<file path="src/rtl/isect_pkg.sv">
package isect_pkg;
  localparam int unsigned GID_W_DEF = 10;
  localparam int unsigned MAP_W_DEF = 32;
  localparam int unsigned N_IN_DEF  = 8;

  function automatic bit is_pow2(input int unsigned v);
    return (v >= 2) && ((v & (v - 1)) == 0);
  endfunction
endpackage

</file>
<file path="src/rtl/isect_oreg.sv">
module isect_oreg #(
  parameter int unsigned W = 8
) (
  input  logic         clk,
  input  logic         rst,
  input  logic         load,
  input  logic [W-1:0] d,
  input  logic         o_ready,
  output logic         o_valid,
  output logic [W-1:0] q,
  output logic         space
);
  assign space = !o_valid || o_ready;

  always_ff @(posedge clk) begin
    if (rst) begin
      o_valid <= 1'b0;
    end else if (load) begin
      o_valid <= 1'b1;
    end else if (o_ready) begin
      o_valid <= 1'b0;
    end
  end

  always_ff @(posedge clk) begin
    if (load) q <= d;
  end

  // a stalled beat stays put
  assert_hold_R8: assert property (@(posedge clk) disable iff (rst)
    (o_valid && !o_ready) |=> (o_valid && $stable(q)));

  // reset clears the register
  assert_reset_R10: assert property (@(posedge clk)
    rst |=> !o_valid);
endmodule

</file>
<file path="src/rtl/isect_pe.sv">
module isect_pe #(
  parameter int unsigned GID_W = 10,
  parameter int unsigned MAP_W = 32
) (
  input  logic             clk,
  input  logic             rst,
  input  logic             a_valid,
  output logic             a_ready,
  input  logic             a_eos,
  input  logic [GID_W-1:0] a_gid,
  input  logic [MAP_W-1:0] a_map,
  input  logic             b_valid,
  output logic             b_ready,
  input  logic             b_eos,
  input  logic [GID_W-1:0] b_gid,
  input  logic [MAP_W-1:0] b_map,
  output logic             o_valid,
  input  logic             o_ready,
  output logic             o_eos,
  output logic [GID_W-1:0] o_gid,
  output logic [MAP_W-1:0] o_map
);
  localparam int unsigned BW = 1 + GID_W + MAP_W;

  logic             space;
  logic             load;
  logic             d_eos;
  logic [MAP_W-1:0] anded;
  logic [BW-1:0]    d_beat;
  logic [BW-1:0]    q_beat;

  assign anded = a_map & b_map;

  // Merge decision: one step of a linear merge on ascending group numbers
  always_comb begin
    a_ready = 1'b0;
    b_ready = 1'b0;
    load    = 1'b0;
    d_eos   = 1'b0;
    if (a_valid && b_valid) begin
      if (a_eos && b_eos) begin
        if (space) begin
          a_ready = 1'b1;
          b_ready = 1'b1;
          load    = 1'b1;
          d_eos   = 1'b1;
        end
      end else if (a_eos) begin
        b_ready = 1'b1;              // drain leftover b
      end else if (b_eos) begin
        a_ready = 1'b1;              // drain leftover a
      end else if (a_gid == b_gid) begin
        if (anded == '0) begin
          a_ready = 1'b1;            // empty result needs no slot
          b_ready = 1'b1;
        end else if (space) begin
          a_ready = 1'b1;
          b_ready = 1'b1;
          load    = 1'b1;
        end
      end else if (a_gid < b_gid) begin
        a_ready = 1'b1;
      end else begin
        b_ready = 1'b1;
      end
    end
  end

  assign d_beat = d_eos ? {1'b1, {GID_W{1'b0}}, {MAP_W{1'b0}}}
                        : {1'b0, a_gid, anded};

  isect_oreg #(.W(BW)) u_oreg (
    .clk     (clk),
    .rst     (rst),
    .load    (load),
    .d       (d_beat),
    .o_ready (o_ready),
    .o_valid (o_valid),
    .q       (q_beat),
    .space   (space)
  );

  assign {o_eos, o_gid, o_map} = q_beat;

  // Checker state: last group sent in the current batch
  logic             prev_ok;
  logic [GID_W-1:0] prev_gid;
  always_ff @(posedge clk) begin
    if (rst) begin
      prev_ok <= 1'b0;
    end else if (o_valid && o_ready) begin
      prev_ok <= !o_eos;
    end
  end
  always_ff @(posedge clk) begin
    if (o_valid && o_ready) prev_gid <= o_gid;
  end

  // data beats of a batch leave in strictly ascending order
  assert_ascending_R2: assert property (@(posedge clk) disable iff (rst)
    (o_valid && !o_eos && prev_ok) |-> (o_gid > prev_gid));

  // no all-zero data beat is ever offered
  assert_nonzero_R4: assert property (@(posedge clk) disable iff (rst)
    (o_valid && !o_eos) |-> (o_map != '0));

  // both data inputs advance together only on equal groups
  assert_match_only_R5: assert property (@(posedge clk) disable iff (rst)
    (a_valid && a_ready && !a_eos && b_valid && b_ready && !b_eos)
      |-> (a_gid == b_gid));

  // end markers are consumed as a pair
  assert_eos_pair_R6: assert property (@(posedge clk) disable iff (rst)
    (a_valid && a_ready && a_eos) |-> (b_valid && b_ready && b_eos));
endmodule

</file>
<file path="src/rtl/bitset_isect_tree.sv">
module bitset_isect_tree
  import isect_pkg::*;
#(
  parameter int unsigned N_IN  = N_IN_DEF,
  parameter int unsigned GID_W = GID_W_DEF,
  parameter int unsigned MAP_W = MAP_W_DEF
) (
  input  logic                    clk,
  input  logic                    rst,
  input  logic [N_IN-1:0]         in_valid,
  output logic [N_IN-1:0]         in_ready,
  input  logic [N_IN-1:0]         in_eos,
  input  logic [N_IN*GID_W-1:0]   in_gid,
  input  logic [N_IN*MAP_W-1:0]   in_map,
  output logic                    out_valid,
  input  logic                    out_ready,
  output logic                    out_eos,
  output logic [GID_W-1:0]        out_gid,
  output logic [MAP_W-1:0]        out_map
);
  localparam int unsigned NODES = 2 * N_IN - 1;

  // Heap numbering: node k has children 2k and 2k+1; leaves are N_IN..NODES
  logic             nv [1:NODES];
  logic             nr [1:NODES];
  logic             ne [1:NODES];
  logic [GID_W-1:0] ng [1:NODES];
  logic [MAP_W-1:0] nm [1:NODES];

  initial begin
    assert (is_pow2(N_IN)) else $error("N_IN must be a power of two");
  end

  for (genvar i = 0; i < N_IN; i++) begin : g_leaf
    assign nv[N_IN+i] = in_valid[i];
    assign ne[N_IN+i] = in_eos[i];
    assign ng[N_IN+i] = in_gid[i*GID_W +: GID_W];
    assign nm[N_IN+i] = in_map[i*MAP_W +: MAP_W];
    assign in_ready[i] = nr[N_IN+i];
  end

  for (genvar k = 1; k < N_IN; k++) begin : g_node
    isect_pe #(.GID_W(GID_W), .MAP_W(MAP_W)) u_pe (
      .clk     (clk),
      .rst     (rst),
      .a_valid (nv[2*k]),
      .a_ready (nr[2*k]),
      .a_eos   (ne[2*k]),
      .a_gid   (ng[2*k]),
      .a_map   (nm[2*k]),
      .b_valid (nv[2*k+1]),
      .b_ready (nr[2*k+1]),
      .b_eos   (ne[2*k+1]),
      .b_gid   (ng[2*k+1]),
      .b_map   (nm[2*k+1]),
      .o_valid (nv[k]),
      .o_ready (nr[k]),
      .o_eos   (ne[k]),
      .o_gid   (ng[k]),
      .o_map   (nm[k])
    );
  end

  assign out_valid = nv[1];
  assign out_eos   = ne[1];
  assign out_gid   = ng[1];
  assign out_map   = nm[1];
  assign nr[1]     = out_ready;
endmodule

</file>
<file path="config.mk">
export PLATFORM = sky130hd
export DESIGN_NAME = bitset_isect_tree
export DESIGN_NICKNAME = d
export VERILOG_FILES = /design/src/rtl/isect_pkg.sv /design/src/rtl/isect_oreg.sv /design/src/rtl/isect_pe.sv /design/src/rtl/bitset_isect_tree.sv
export SDC_FILE = /design/constraint.sdc
export NUM_CORES = 1
export LEC_CHECK = 0
export ABC_AREA = 1
export BUFFER_PORTS_ARGS = -buffer_cell sky130_fd_sc_hd__buf_2
export CAP_MARGIN = 20
export CORE_MARGIN = 3
export CORE_UTILIZATION = 57
export CTS_CLUSTER_SIZE = 25
export DETAILED_ROUTE_END_ITERATION = 10
export PLACE_DENSITY = 0.92
export REMOVE_ABC_BUFFERS = 1
export SLEW_MARGIN = 20
export SYNTH_ARGS = -nofsm -noshare
export SYNTH_HDL_FRONTEND = slang
export SYNTH_SLANG_ARGS = --single-unit
export TNS_END_PERCENT = 100
</file>
<file path="constraint.sdc">
create_clock -name clk -period 7.2 [get_ports clk]
set_input_delay 1.08 -clock clk [delete_from_list [all_inputs] [get_ports clk]]
set_output_delay 1.08 -clock clk [all_outputs]
set_load 0.005 [all_outputs]
</file>
==> impl_metrics.ini, run 1 <==
[placed_design]
hpwl_um = 30100
routabilityCongestion = 0.890
dpl.cell_count = 2232
port_buffers = 406

[routing]
ant_nets = 0
viasPerCell = 5.38
drcViolationCount = 0
wl_um = 39100
routed-via-count = 12300
drt_iter0_markers = 1298
wl_per_cell_um = 17.1
firstDrtPassIters = 6

[sta]
hold_violations = 0
slew_viol_final = 0
slew_headroom_pct = 41.8
tns_ns = 0
setup_viol = 0
fmax_ghz = 0.222
max_slew.worst_pin.slew_ns = 0.871
rsz0062_at_grt = false
period_needed_ns = 4.51
period_share_pct = 62.6
skew_ns = 0.0201

[clock_tree]
root_buffer = clkbuf_16
clk_latency_ns = 0.56
cts_tree = built
h-tree-depth = 1
clock_sinks = 308
cts_hold_buf = 0
clk_pin_slew_ns = 0.06
ctsResizeCount = 0
cts-buffers-inserted = 29
cts_setup_buffers = 0
ctsLongestPathBuffers = 3

[synthesis]
async_flop_share_pct = 0
ys.flop_type = edfxtp_1
yosysWarnings = 0
netlist_instances = 1525
synth_cell_types = 39
netlist_area_um2 = 15100
ys_ff_latch = 308
synth-edff-count = 301
synth.avg_cell_area_um2 = 9.90
ys_seq_area_share_pct = 60.8

[layout]
finalNetCount = 2358
postLayoutCoreUtil_pct = 71.6
final_cell_count_no_fill = 2286
fillers = 1770
syn_to_final_growth_pct = 21.5
final_common_cell = buf_2
final_cell_mix = buf_2, nand2_1, edfxtp_1
drive_gt1_share_pct = 26.7
antenna-diode-count = 0

[setup_path]
crit_type = input pin to output port
critPathArrivalTime_ns = 3.43
critPathLaunchType = input pin
cp.required_ns = 6.12
worstPathMaxFanout = 45
critPathCaptureType = output port

[floorplan]
die_width_um = 169
io_pins = 407
start_util_pct = 58.9
dieArea_um2 = 28500
core_um2 = 25600
die_h_um = 169
rows = 58

[job]
maxCapViolCount = 0

[power]
cellPowerDensity_nw_per_um2 = 209
p_leak_nw = 8.57
power_mw = 3.84
ir_worst_vdd_uv = 153

[grt]
antenna_found_initial = 0
overflow = 0
grt_pass1_wl_um = 60200
grt_max_degree = 46
first_global_vias = 12400
grt_usage_pct = 26.4

[outcome]
status = finished clean

[worst_hold_path]
hold_class = register to register
[worst paths after layout]
kind                                                                 from                                         to  slack (ns)  depth (start not counted)
worst max-delay path                                            out_ready                                in_ready[6]        2.69                         14
worst min-delay path            g_node[3].u_pe.u_oreg.q[11]$_SDFFCE_PP0P_  g_node[1].u_pe.u_oreg.q[11]$_SDFFCE_PP0P_        0.56                          2
worst max register to register  g_node[2].u_pe.u_oreg.q[37]$_SDFFCE_PP0P_   g_node[5].u_pe.u_oreg.q[9]$_SDFFCE_PP0P_        3.54                         14
worst min register to register  g_node[3].u_pe.u_oreg.q[11]$_SDFFCE_PP0P_  g_node[1].u_pe.u_oreg.q[11]$_SDFFCE_PP0P_        0.56                          2
[logic make-up (layout without fill, tap and decap cells)]
group | after synthesis | after routing | synth area share, %
simple gates | 816 | 816 | 23.1
flops | 308 | 308 | 60.8
buf+inv | 255 | 686 | 7.43
compound gates | 76 | 76 | 2.93
fa+ha+maj | 70 | 70 | 5.80
[sequential cells by signal (all words and copies together) (netlist names)]
| signal | cells |
|---|---|
| g_node.u_pe.u_oreg.o_valid | 7 |
| g_node.u_pe.u_oreg.q | 301 |
[through the flow]
stage	hold slack (ns)	setup slack (ns)	cell area [um2]
3_5_place_dp	0.549	2.74	17400
5_1_grt	0.605	2.40	18300
2_1_floorplan	0.500	2.36	14800
3_3_place_gp	0.545	2.88	17400
4_1_cts	0.574	2.71	18300
6_report	0.562	2.69	18300
[power breakdown]
| part | internal, mW | switching [mW] |
|---|---|---|
| clock | 0.887 | 0.654 |
| sequential | 1.98 | 0.00843 |
| combinational | 0.138 | 0.168 |
[critical path: stages]
cell     delay [ns]
buf_2          0.10
nor2_1         0.33
nor2_1         0.13
nand2_2        0.66
nand2_1        0.14
inv_2          0.15
nand3_1        0.09
nand2_1        0.08
inv_2          0.05
nand3_2        0.10
nand3_1        0.12
o21ai_0        0.18
a21oi_1        0.08
buf_2          0.13
[synthesized netlist by cell type (all sizes together) (2+ instances only)]
library cell	instances	share of area (%)
nand2	371	9.4
nor2	308	8.2
edfxtp	301	60
inv	219	5.5
ha	70	5.8
nand3	63	2.3
nand4	56	2.4
a21oi	41	1.4
buf	34	1.9
o21ai	14	0.46
nor4	10	0.41
dfxtp	7	0.93
a21boi	5	0.27
o21bai	5	0.25
nor3	4	0.17
o21a	4	0.20
a21o	2	0.099
a41oi	2	0.12
and3	2	0.083
clkbuf	2	0.050
nand3b	2	0.099
o2111ai	2	0.12
[area by class of cell]
| type | count | area (um2) | share of cell area (%) |
|---|---|---|---|
| Clock buffer | 33 | 741 | 4.04 |
| Clock inverter | 21 | 224 | 1.22 |
| Inverter | 219 | 827 | 4.51 |
| Multi-Input combinational cell | 962 | 4880 | 26.6 |
| Sequential cell | 308 | 9180 | 50.0 |
| Tap cell | 330 | 413 | 2.25 |
| Timing Repair Buffer | 413 | 2080 | 11.4 |
[routing by layer]
layer / vias up / GRT usage, % / wire length, um
li1: 5843 / - / -
met1: 5750 / 32.6 / 14400
met2: 603 / 48.8 / 20800
met3: 104 / 2.92 / 2660
met4: 0 / 8.29 / 1270
met5: - / 0 / 0
No activity file was read; power rests on OpenSTA's default activity.
==> run 2, diff against run 1 <==
--- a/config.mk
+++ b/config.mk
@@ -9,10 +9,10 @@
 export BUFFER_PORTS_ARGS = -buffer_cell sky130_fd_sc_hd__buf_2
 export CAP_MARGIN = 20
 export CORE_MARGIN = 3
-export CORE_UTILIZATION = 57
+export CORE_UTILIZATION = 48
 export CTS_CLUSTER_SIZE = 25
 export DETAILED_ROUTE_END_ITERATION = 10
-export PLACE_DENSITY = 0.92
+export PLACE_DENSITY = 0.83
 export REMOVE_ABC_BUFFERS = 1
 export SLEW_MARGIN = 20
 export SYNTH_ARGS = -nofsm -noshare
==> constraint.sdc (replaced) <==
create_clock -name clk -period 4.1 [get_ports clk]
set_input_delay 0.615 -clock clk [delete_from_list [all_inputs] [get_ports clk]]
set_output_delay 0.615 -clock clk [all_outputs]
set_load 0.005 [all_outputs]
==> run 2 against run 1 <==
  * Register-to-register slack got worse by 2.5 ns
  * Combinational power up 74%
  * Clock skew is 0.0062 ns higher
  * Die area up 18%
  * Largest power group unchanged
  * Critical path depth rose by 1
  * Clock-buffer cell count is 14 higher
  * Via count down 2.0%
  * Sequential power up 76%
  * Non-clock buffer count up 2
  * Worst hold slack got worse by 0.12 ns
  * Setup slack lost 2.1 ns
==> impl_metrics.ini, run 2 (synthesized netlist as in run 1, its figures left out) <==
[grt]
antenna_found_initial = 0
overflow = 0
first_global_vias = 11900
grt_pass1_wl_um = 58000
grt_max_degree = 45
grt_usage_pct = 21.6

[routing]
ant_nets = 0
viasPerCell = 5.11
routed-via-count = 12100
firstDrtPassIters = 5
wl_met1_um = 15100
dr_wl_met2_um = 19600
dr.max_layer_used = met4
wl_um = 38100
drt_iter0_markers = 943
dr_wl_met3_um = 2350
wl_per_cell_um = 16.1
drcViolationCount = 0

[worst_hold_path]
hold_path_depth = 3
min_from = in_gid[24]
hold_class = input pin to register

[setup_path]
cp_num_buf_inv = 2
cp.required_ns = 3.48
cp_top_family = simple AND/OR/NAND/NOR gates
cp_num_cells = 15
critPathArrivalTime_ns = 2.90
r2r_start = g_node[2].u_pe.u_oreg.q[41]$_SDFFCE_PP0P_
crit_top_cell = nand2_1
cpPeakStageDelay_ns = 0.40
crit_type = register to output port
critPathLaunchType = register
worstPathMaxFanout = 4
startpoint = g_node[4].u_pe.u_oreg.q[41]$_SDFFCE_PP0P_
cpMaxStageDelayCell = edfxtp_1
rr_worst_depth = 15
critPathCaptureType = output port
cp_cell_sequence = ha_1 > nand2_1 > nor2_1 > nand4_1 > inv_1 > nand3_1 > a21oi_1 > nand3_2 > nand2_1 > nand2_1 > nand2_1 > nand3_1 > a21oi_1 > nor2_1 > buf_2

[placed_design]
hpwl_um = 29900
dpl.cell_count = 2300
routabilityCongestion = 0.834
port_buffers = 406

[sta]
period_share_pct = 85.7
slew_viol_final = 0
slew_headroom_pct = 48.5
fmax_ghz = 0.285
setup_viol = 0
hold_violations = 0
rsz0062_at_grt = false
max_slew.worst_pin.slew_ns = 0.773
period_needed_ns = 3.51
skew_ns = 0.0263

[floorplan]
die_width_um = 183
die_h_um = 183
core_um2 = 30800
dieArea_um2 = 33600
io_pins = 407
rows = 64
start_util_pct = 49.0

[layout]
drive_gt1_share_pct = 26.7
final_cell_mix = buf_2, nand2_1, edfxtp_1
largest_reg_flops = 301
top_register = g_node.u_pe.u_oreg.q
syn_to_final_growth_pct = 22.8
antenna-diode-count = 0
finalNetCount = 2365
final_common_cell = buf_2
final_cell_count_no_fill = 2361
top_regs = g_node.u_pe.u_oreg.q (301), g_node.u_pe.u_oreg.o_valid (7)

[clock_tree]
cts_hold_buf = 0
cts_tree = built
cts-buffers-inserted = 34
h-tree-depth = 2
ctsLongestPathBuffers = 3
clk_pin_slew_ns = 0.06
clk_latency_ns = 0.51
clock_sinks = 308
root_buffer = clkbuf_16
ctsResizeCount = 0
cts_setup_buffers = 0

[job]
maxCapViolCount = 0

[power]
ir_worst_vdd_uv = 220
cellPowerDensity_nw_per_um2 = 373
power_mw = 6.91
p_leak_nw = 8.63

[outcome]
status = finished clean
[run 2: cell types whose count changed in the layout (fill, tap and decap cells not counted), sizes merged]
cell and change:
clkbuf +14, bufinv -2, clkinvlp -2, buf +2, clkinv -4, inv +1
[run 2: per-layer routing]
layer  track usage [%]  vias up
met3              3.29       74
met2              39.0      467
li1                  -     5861
met1              27.3     5653
met4              6.15        0
met5                 0        -
[run 2: final timing paths]
path                                                                   to  slack, ns
worst max-delay path                                          in_ready[2]       0.59
worst min-delay path            g_node[5].u_pe.u_oreg.q[36]$_SDFFCE_PP0P_       0.44
worst max register to register   g_node[6].u_pe.u_oreg.q[1]$_SDFFCE_PP0P_       1.09
worst min register to register  g_node[1].u_pe.u_oreg.q[32]$_SDFFCE_PP0P_       0.53
[run 2: cell type report]
class,count,area (um2)
clock inverter,14,135
timing repair buffer,415,2110
tap,396,495
multi-input combinational,962,4880
clock buffer,47,920
fill,2504,12300
sequential,308,9180
inverter,219,827
[run 2: where the power goes]
part           leakage (nW)  total [mW]  internal, mW  switching (mW)
sequential             2.78        3.50          3.49          0.0143
clock                 0.510        2.88          1.70            1.18
combinational          5.34       0.533         0.243           0.290
total                  8.63        6.91          5.43            1.48
[run 2: worst reg2reg max path: stages (launching register included)]
cell and delay, ns:
edfxtp_1 0.42, ha_1 0.34, nand2_2 0.07, nor2_2 0.14, a21boi_2 0.17, nor2_1 0.07
nor2_1 0.12, nand2_2 0.12, nand3_1 0.09, nand2_1 0.07, inv_2 0.07, nand3_2 0.15
nand2_2 0.14, nand2_2 0.06, inv_2 0.55, nor2_1 0.13
[run 2: stage by stage]
stage / TNS (ns) / hold WS (ns) / instance area [um2] / util [%] / setup slack [ns]
detailed placement: 0 / 0.519 / 17500 / 56.7 / 0.801
finish: 0 / 0.440 / 18500 / 60.2 / 0.585
global route: 0 / 0.436 / 18500 / 60.2 / 0.307
CTS: 0 / 0.421 / 18500 / 60.1 / 0.562
global placement: 0 / 0.522 / 17500 / 56.7 / 0.852
floorplan: -43.80 / 0.500 / 14800 / - / -0.419
==> run 3, diff against run 2 <==
--- a/config.mk
+++ b/config.mk
@@ -17,5 +17,6 @@
 export SLEW_MARGIN = 20
 export SYNTH_ARGS = -nofsm -noshare
 export SYNTH_HDL_FRONTEND = slang
+export SYNTH_HIERARCHICAL = 1
 export SYNTH_SLANG_ARGS = --single-unit
 export TNS_END_PERCENT = 100
==> run 3 against run 2 <==
  * Worst hold slack worse by 0.010 ns
  * Sequential cell count unchanged
  * Sequential share of layout area down 1.3 points
  * Global-route usage down 0.24 points
  * Final cell count up 5.8%
  * Critical endpoint is now in_ready[7]
==> impl_metrics.ini, run 3 <==
[layout]
final_cell_mix = nand2_1, buf_2, nor2_1
final_common_cell = nand2_1
fillers = 2663
multiInputGateArea_um2 = 5250
top_register = g_node.u_pe/u_oreg/q
drive_gt1_share_pct = 27.1
regArea_um2 = 9180
largest_reg_flops = 301
syn_to_final_growth_pct = 22.6
top_regs = g_node.u_pe/u_oreg/q (301), g_node.u_pe/u_oreg/o_valid (7)
antenna-diode-count = 0
finalNetCount = 2495
final_cell_count_no_fill = 2498

[grt]
antenna_found_initial = 0
grt_max_degree = 45
first_global_vias = 12300
grt_usage_pct = 21.4
overflow = 0
grt_pass1_wl_um = 57900

[synthesis]
synth-edff-count = 301
synth_most_common_cell = nand2_1
async_flop_share_pct = 0
synth_commonest_cells = nand2_1, nor2_1, edfxtp_1
netlist_area_um2 = 15500
synth.avg_cell_area_um2 = 9.44
ys.flop_type = edfxtp_1
ys_seq_area_share_pct = 59.0
synth_cell_types = 21
yosysTopAreaCell = edfxtp_1
netlist_instances = 1646
yosysWarnings = 6
synthTopCellsByArea = edfxtp_1, nand2_1, nor2_1
ys_ff_latch = 308
yosys.area.top_type_share_pct = 58.1

[floorplan]
dieArea_um2 = 34600
start_util_pct = 49.0
die_width_um = 186
core_um2 = 31700
die_h_um = 186
io_pins = 407
rows = 65

[routing]
ant_nets = 0
wl_um = 38300
wl_per_cell_um = 15.3
firstDrtPassIters = 5
viasPerCell = 4.91
drt_iter0_markers = 688
routed-via-count = 12300
drcViolationCount = 0

[power]
p_leak_nw = 8.91
power_mw = 7.14
ir_worst_vdd_uv = 273
cellPowerDensity_nw_per_um2 = 375

[worst_hold_path]
hold_class = input pin to register

[placed_design]
hpwl_um = 29200
pre_cts_slack_ns = 0.714
dpl.cell_count = 2431
port_buffers = 406
routabilityCongestion = 0.889

[setup_path]
critPathCaptureType = output port
r2r_end = g_node[4].u_pe/u_oreg/q[6]$_DFFE_PP_
cpMaxStageDelayCell = edfxtp_1
cp.required_ns = 3.48
crit_top_cell = nand2_1
worstPathMaxFanout = 5
rr_worst_depth = 20
startpoint = g_node[2].u_pe/u_oreg/q[40]$_DFFE_PP_
reg2reg_slack_ns = 0.67
endpoint = in_ready[7]
cp_num_cells = 27
cp_num_buf_inv = 3
critPathLaunchType = register
critPathArrivalTime_ns = 3.22
r2r_start = g_node[2].u_pe/u_oreg/q[40]$_DFFE_PP_
cpPeakStageDelay_ns = 0.42
cp_top_family = simple AND/OR/NAND/NOR gates
crit_type = register to output port

[sta]
period_needed_ns = 3.84
skew_ns = 0.0134
slew_viol_final = 0
max_slew.worst_pin.slew_ns = 1.04
hold_violations = 0
setup_viol = 0
period_share_pct = 93.6
finalHoldWorstSlack_ns = 0.430
fin_ws_ns = 0.264
slew_headroom_pct = 30.1
tns_ns = 0
fmax_ghz = 0.261

[clock_tree]
root_buffer = clkbuf_16
cts-buffers-inserted = 34
cts_tree = built
ctsLongestPathBuffers = 3
h-tree-depth = 2
clock_sinks = 308
clk_pin_slew_ns = 0.06
clk_latency_ns = 0.51

[outcome]
status = finished clean

[job]
maxCapViolCount = 0
==> run 3: cell types whose count changed in the layout (fill, tap and decap cells not counted), moves of 12 or more <==
| cell | change |
|---|---|
| nor2_2 | +18 |
| nor2_1 | +72 |
| a21oi_1 | -14 |
| nand2_2 | +12 |
| nand4_1 | -41 |
| nand2_1 | +135 |
| nand3_1 | -38 |
==> run 3: worst min path at each step <==
stage / from / to / slack (ns) / cells after the start
after detailed placement: g_node[7].u_pe/u_oreg/o_valid$_SDFFE_PP0P_ / g_node[7].u_pe/u_oreg/o_valid$_SDFFE_PP0P_ / 0.53 / 2
after floorplan: g_node[2].u_pe/u_oreg/o_valid$_SDFFE_PP0P_ / g_node[2].u_pe/u_oreg/o_valid$_SDFFE_PP0P_ / 0.48 / 2
final: in_gid[7] / g_node[4].u_pe/u_oreg/q[39]$_DFFE_PP_ / 0.43 / 3
after CTS: in_gid[65] / g_node[7].u_pe/u_oreg/q[37]$_DFFE_PP_ / 0.41 / 3
after global placement: g_node[7].u_pe/u_oreg/o_valid$_SDFFE_PP0P_ / g_node[7].u_pe/u_oreg/o_valid$_SDFFE_PP0P_ / 0.52 / 2
after global routing: in_gid[45] / g_node[6].u_pe/u_oreg/q[37]$_DFFE_PP_ / 0.41 / 3
==> run 3: worst min-delay path, stage by stage <==
cell and delay, ns:
buf_2 0.09, inv_1 0.04, nor2_1 0.08
==> run 3: repair_timing <==
action | CTS | global route
hold buffers | 0 | 0
setup buffers | 0 | 4
endpoints found under the setup margin | 0 | 5
resized for setup | 0 | 14
==> run 3: per-layer routing <==
metal | global-route usage [%] | share of wire [%] | wire (um)
met4 | 6.61 | 2.6 | 1010
met3 | 3.62 | 6.6 | 2530
met2 | 40.3 | 53 | 20200
met5 | 0 | 0 | 0
met1 | 24.9 | 38 | 14600
==> run 3: power by group <==
part           internal [mW]  switching, mW
sequential              3.51         0.0193
clock                   1.82           1.19
combinational          0.271          0.335
total                   5.60           1.54
==> run 3: cell type report <==
cell class                 instances  share of cell area, %
clock inverter                    17                  0.696
sequential                       308                   48.2
inverter                         210                   4.14
clock buffer                      45                   5.17
multi-input combinational       1092                   27.6
timing repair buffer             424                   11.6
tap                              402                   2.64
==> run 3: cells by family (layout without fill, tap and decap cells) <==
family                   after synthesis  after routing  share of synthesized area [%]
adder cells (fa/ha/maj)               70             70                           5.63
flip-flops                           308            308                           59.0
AO/OA/AOI/OAI                         49             49                           1.97
AND/OR/NAND/NOR                      973            973                           25.7
buffers and inverters                246            696                           7.65
==> run 3: per-stage QoR <==
stage | area, um2 | utilization [%]
after floorplan | 15100 | -
after global placement | 17800 | 56.2
after detailed placement | 17800 | 56.2
after CTS | 18900 | 59.7
after global routing | 19100 | 60.1
final | 19100 | 60.1
